**src/rtl/gpio4_pkg.sv**
```systemverilog
package gpio4_pkg;
  localparam int unsigned PORT_W   = 4;
  localparam int unsigned REG_W    = 8;
  localparam int unsigned CTL_PINS = 3;
  localparam int unsigned SYNC_N   = 2;
  localparam logic [PORT_W-1:0] DIR_RST = '1;
endpackage

```
**src/rtl/gpio4_regs.sv**
```systemverilog
module gpio4_regs #(
  parameter int unsigned W = 4,
  parameter logic [W-1:0] DIR_INIT = '1
) (
  input  logic         clk,
  input  logic         rst_n,
  input  logic         wen,
  input  logic         addr,
  input  logic [W-1:0] wdata,
  output logic [W-1:0] latch_q,
  output logic [W-1:0] dir_q
);
  logic [W-1:0] latch_d, dir_d;
  logic         latch_en, dir_en;

  always_comb begin
    latch_en = wen & ~addr;
    dir_en   = wen &  addr;
    latch_d  = latch_en ? wdata : latch_q;
    dir_d    = dir_en   ? wdata : dir_q;
  end

  always_ff @(posedge clk or negedge rst_n) begin
    if (!rst_n) begin
      latch_q <= '0;
      dir_q   <= DIR_INIT;
    end else begin
      latch_q <= latch_d;
      dir_q   <= dir_d;
    end
  end
endmodule

```
**src/rtl/gpio4_sync.sv**
```systemverilog
module gpio4_sync #(
  parameter int unsigned W = 4,
  parameter int unsigned STAGES = 2
) (
  input  logic         clk,
  input  logic         rst_n,
  input  logic [W-1:0] d,
  output logic [W-1:0] q
);
  logic [W-1:0] stg_q [STAGES];
  logic [W-1:0] stg_d [STAGES];

  generate
    for (genvar s = 0; s < STAGES; s++) begin : g_stage
      if (s == 0) begin : g_first
        assign stg_d[s] = d;
      end else begin : g_next
        assign stg_d[s] = stg_q[s-1];
      end
      always_ff @(posedge clk or negedge rst_n) begin
        if (!rst_n) stg_q[s] <= '0;
        else        stg_q[s] <= stg_d[s];
      end
    end
  endgenerate

  assign q = stg_q[STAGES-1];
endmodule

```
**src/rtl/gpio4_padmux.sv**
```systemverilog
module gpio4_padmux #(
  parameter int unsigned W = 4,
  parameter int unsigned CTL = 3
) (
  input  logic           bus_own,
  input  logic [CTL-1:0] ctl,
  input  logic [W-1:0]   latch_q,
  input  logic [W-1:0]   dir_q,
  output logic [W-1:0]   pin_out,
  output logic [W-1:0]   pin_oe
);
  generate
    for (genvar i = 0; i < W; i++) begin : g_pin
      if (i < CTL) begin : g_shared
        always_comb begin
          if (bus_own) begin
            pin_out[i] = ctl[i];
            pin_oe[i]  = 1'b1;
          end else begin
            pin_out[i] = latch_q[i];
            pin_oe[i]  = ~dir_q[i];
          end
        end
      end else begin : g_gpio
        always_comb begin
          pin_out[i] = latch_q[i];
          pin_oe[i]  = ~dir_q[i];
        end
      end
    end
  endgenerate
endmodule

```
**src/rtl/gpio4_busmux.sv**
```systemverilog
module gpio4_busmux
  import gpio4_pkg::*;
(
  input  logic              clk,
  input  logic              rst_n,
  input  logic [1:0]        mode,
  input  logic              reg_wen,
  input  logic              reg_addr,
  input  logic [REG_W-1:0]  reg_wdata,
  output logic [REG_W-1:0]  reg_rdata,
  input  logic              bus_ale,
  input  logic              bus_oe_n,
  input  logic              bus_wr_n,
  input  logic [PORT_W-1:0] pin_in,
  output logic [PORT_W-1:0] pin_out,
  output logic [PORT_W-1:0] pin_oe
);
  localparam int unsigned PAD_W = REG_W - PORT_W;

  logic              rst_m, rst_s;
  logic [PORT_W-1:0] latch_q, dir_q, pin_sync;
  logic [CTL_PINS-1:0] ctl;
  logic              bus_own;

  always_ff @(posedge clk or negedge rst_n) begin
    if (!rst_n) begin
      rst_m <= 1'b0;
      rst_s <= 1'b0;
    end else begin
      rst_m <= 1'b1;
      rst_s <= rst_m;
    end
  end

  gpio4_regs #(.W(PORT_W), .DIR_INIT(DIR_RST)) i_regs (
    .clk(clk), .rst_n(rst_s), .wen(reg_wen), .addr(reg_addr),
    .wdata(reg_wdata[PORT_W-1:0]), .latch_q(latch_q), .dir_q(dir_q)
  );

  gpio4_sync #(.W(PORT_W), .STAGES(SYNC_N)) i_sync (
    .clk(clk), .rst_n(rst_s), .d(pin_in), .q(pin_sync)
  );

  assign bus_own = mode[1];
  assign ctl     = {bus_wr_n, bus_oe_n, bus_ale};

  gpio4_padmux #(.W(PORT_W), .CTL(CTL_PINS)) i_padmux (
    .bus_own(bus_own), .ctl(ctl), .latch_q(latch_q), .dir_q(dir_q),
    .pin_out(pin_out), .pin_oe(pin_oe)
  );

  always_comb begin
    if (reg_addr) reg_rdata = {{PAD_W{1'b0}}, dir_q};
    else          reg_rdata = {{PAD_W{1'b0}}, pin_sync};
  end
endmodule

```
**config.mk**
```make
export PLATFORM = sky130hd
export DESIGN_NAME = gpio4_busmux
export DESIGN_NICKNAME = d
export VERILOG_FILES = /design/src/rtl/gpio4_pkg.sv /design/src/rtl/gpio4_regs.sv /design/src/rtl/gpio4_sync.sv /design/src/rtl/gpio4_padmux.sv /design/src/rtl/gpio4_busmux.sv
export SDC_FILE = /design/constraint.sdc
export NUM_CORES = 1
export LEC_CHECK = 0
export BUFFER_PORTS_ARGS = -buffer_cell sky130_fd_sc_hd__buf_2
export CORE_MARGIN = 4
export CORE_UTILIZATION = 30
export DETAILED_ROUTE_END_ITERATION = 12
export GPL_TIMING_DRIVEN = 0
export PLACE_DENSITY = 0.6
export SETUP_SLACK_MARGIN = 0.3
export SKIP_LAST_GASP = 1
export SYNTH_ARGS = -nofsm -noshare
export SYNTH_HDL_FRONTEND = slang
export SYNTH_SLANG_ARGS = --single-unit
```
**constraint.sdc**
```tcl
create_clock -name clk -period 0.93 [get_ports clk]
set_input_delay 0.2325 -clock clk [delete_from_list [all_inputs] [get_ports clk]]
set_output_delay 0.2325 -clock clk [all_outputs]
set_load 0.01 [all_outputs]
```
==> impl_metrics.tcl <==
set metrics [dict create \
    run_status "complete, but fails checks" \
    failed_checks "negative setup slack" \
    hold_path_startpoint "pin_in[3]" \
    via_count_of_the_first_global_routing_pass 443 \
    cp_cell_sequence "mux2_4 -> buf_6" \
    reg2reg_setup_slack_ps -50 \
    final_wirelength_microns 1270 \
    final_core_utilization_pct 50.1 \
    ir_worst_vdd_v 0.00127 \
    layout.cells.most_common "buf_2" \
    core_sq_um 2250 \
    numCtsBuffers 3 \
    clk-insertion-delay-late_ps 280 \
    drive_gt1_share_pct 74.7 \
    post-route-drc-count 0 \
    floorplan.die_area_sq_um 3260 \
    drt_iter0_drc 3 \
    via_count 458 \
    setup_total_negative_slack_ps -4300 \
    final_net_count 109 \
    path_max_fanout 3 \
    post-route-period-util_pct 142 \
    mostFrequentLayoutCells "18 x buf_2, 16 x buf_6, 15 x mux2_4" \
    antenna-diode-count 0 \
    final_antenna_net_count 0 \
    report.power.total_mw 1.90 \
    rr_endpoint "i_regs.latch_q[0]" \
    pwr_dens_nw_per_um2 1680 \
    syn-mean-instance-area_sq_um 15.7 \
    detailedPlace.worstSlack_ps -225 \
    clock_path_buffers 2 \
    final-max-slew-violation-count 0 \
    ys_seq_elements 18 \
    overall_routing_resource_usage_pct 7.70 \
    total_setup_violations_reported_at_the_end_of_the_flow 15 \
    place.gp.congestion 0.692 \
    clk_pin_slew_worst_paths_ps 90 \
    boundaryPins 37 \
    port_buffers 27 \
    arrival_ps 1090 \
    synth.cell_area_sq_um 722 \
    synth_seq_area_share_pct 63.1 \
    largest_net_degree_at_the_start_of_global_routing 17 \
    post_drt_via_cell_ratio 3.98 \
    synthMuxAreaShare_pct 25.5 \
    crit_required_ps 700 \
    r2r_start "i_regs.latch_q[0]" \
    post_drt_wl_per_cell_microns 11.0 \
    timing.setup.critical_path_class "reg2out" \
    critPathBufInv 1 \
    die_width_microns 57.1 \
    critPathMaxStageDelay_ps 560 \
    worstHoldPathCells 1 \
    timing.critical_path.from_type "register" \
    critPathSlowestCell "dfstp_2" \
    placement_rows 17 \
    start_util_pct 32.0 \
    synthXorXnorAreaFrac_pct 0 \
    post-route-cell-area_sq_um 1130 \
    syn_to_final_growth_pct 56.5 \
    yosys_warnings 0 \
    synth_compound_area_share_pct 0 \
    clock-sinks 18 \
    critPathCaptureType "output pin" \
    count_of_different_cell_masters_after_synthesis 10 \
    placed_area_sq_um 958 \
    wire_length_of_the_first_global_routing_pass_microns 1880 \
    cpLargestDelayFamily "flip-flops" \
    postLayoutSetupSlackWorst_ps -389 \
    gr_ovfl_total 0 \
    grt_setup_unrepaired "true" \
    max-cap-violations 0 \
    detailedPlacementHpwl_microns 949 \
    htree_levels 1 \
    yosys.area_share.adder_pct 0 \
    cts_tree "done" \
    hold_class "in2reg" \
    holdPathEnd "i_sync.stg_d[3]" \
    grt_antenna_before_repair 0 \
    post_synth_simple_gate_area_pct 4.68 \
    power.static_leakage_nw 0.581 \
    timing.clock.skew_ps 3.42 \
    root_buffer "clkbuf_4" \
    synth_cells 46 \
    timing.final.hold_violations 0 \
    die_y_microns 57.1 \
    fmax_ghz 0.758 \
    reg2regPathDepth 3 \
    main_combinational_cell_family_by_area_after_synthesis "multiplexers" \
    detailedRoute.firstPassIterationCount 3 \
    clock_period_minus_worst_slack_ps 1320 \
]
==> cells in the mapped netlist <==
master / instances / area share [%]
mux2_4: 4 / 8.3
conb_1: 2 / 1.0
dfstp_2: 4 / 15
buf_4: 5 / 5.2
mux2_2: 11 / 17
nand2_2: 1 / 0.87
inv_1: 1 / 0.52
nand2b_1: 3 / 2.6
dfrtp_1: 14 / 49
nor2b_2: 1 / 1.2
==> kinds of logic (layout without fill, tap and decap cells) <==
family | count (synthesis) | count (layout)
and+or+nand+nor | 5 | 5
buffers and inverters | 6 | 44
muxes | 15 | 15
other | 2 | 5
DFF | 18 | 18
==> per-stage QoR <==
stage	hold slack (ps)	instances
2_1_floorplan	-63.1	49
3_3_place_gp	17.6	104
3_5_place_dp	22.0	104
4_1_cts	32.4	112
5_1_grt	23.2	115
6_report	50.2	115
==> worst register-to-register path, delay by kind of cell (launching register included) <==
family,cells,cell delay (ps)
flops,1,400
buf+inv,2,220
mux,1,250
==> state kept, by name (all words and copies together), names as in the netlist <==
| name | flops |
|---|---|
| i_sync.stg_d | 4 |
| i_sync.q | 4 |
| rst_s | 1 |
| i_regs.dir_q | 4 |
| i_regs.latch_q | 4 |
| rst_m | 1 |
==> layout make-up <==
type	instances	area (sq um)
Fill cell	206	1120
Sequential cell	18	457
Multi-Input combinational cell	25	288
Timing Repair Buffer	34	269
Buffer	5	41.3
Clock buffer	4	36.3
Tap cell	28	35.0
Inverter	1	3.75
==> where the power goes <==
part           total (mW)  switching [mW]  internal (mW)
clock network       0.454           0.216          0.238
registers           0.934          0.0578          0.876
logic               0.508           0.156          0.352
total                1.90           0.430           1.47
==> worst max-delay path by stage <==
| stage | end | slack, ps | depth (start not counted) | start |
|---|---|---|---|---|
| detailed placement | reg_rdata[0] | -220 | 3 | reg_addr |
| floorplan | reg_rdata[0] | 40 | 1 | i_regs.dir_q[0] |
| global placement | reg_rdata[0] | -220 | 3 | reg_addr |
| global route | reg_rdata[0] | -440 | 2 | i_regs.dir_q[0] |
| CTS | reg_rdata[1] | -400 | 2 | i_regs.dir_q[1] |
| finish | reg_rdata[0] | -390 | 2 | i_regs.dir_q[0] |
==> metal layers <==
metal | vias up | track usage [%] | wire length [microns]
met5 | - | 0 | 0
met4 | 0 | 1.99 | 6
met2 | 20 | 13.5 | 673
met1 | 212 | 7.90 | 468
met3 | 2 | 4.30 | 117
li1 | 224 | - | -
==> repair_timing <==
| item | 4_1_cts | 5_1_grt |
|---|---|---|
| hold endpoints to repair | 2 | 0 |
| buffers inserted | 3 | 3 |
| gates cloned | 0 | 0 |
| resized for setup | 10 | 7 |
| endpoints found under the setup margin | 36 | 20 |
| hold buffers | 1 | 0 |
(Power assumes the default switching activity.)
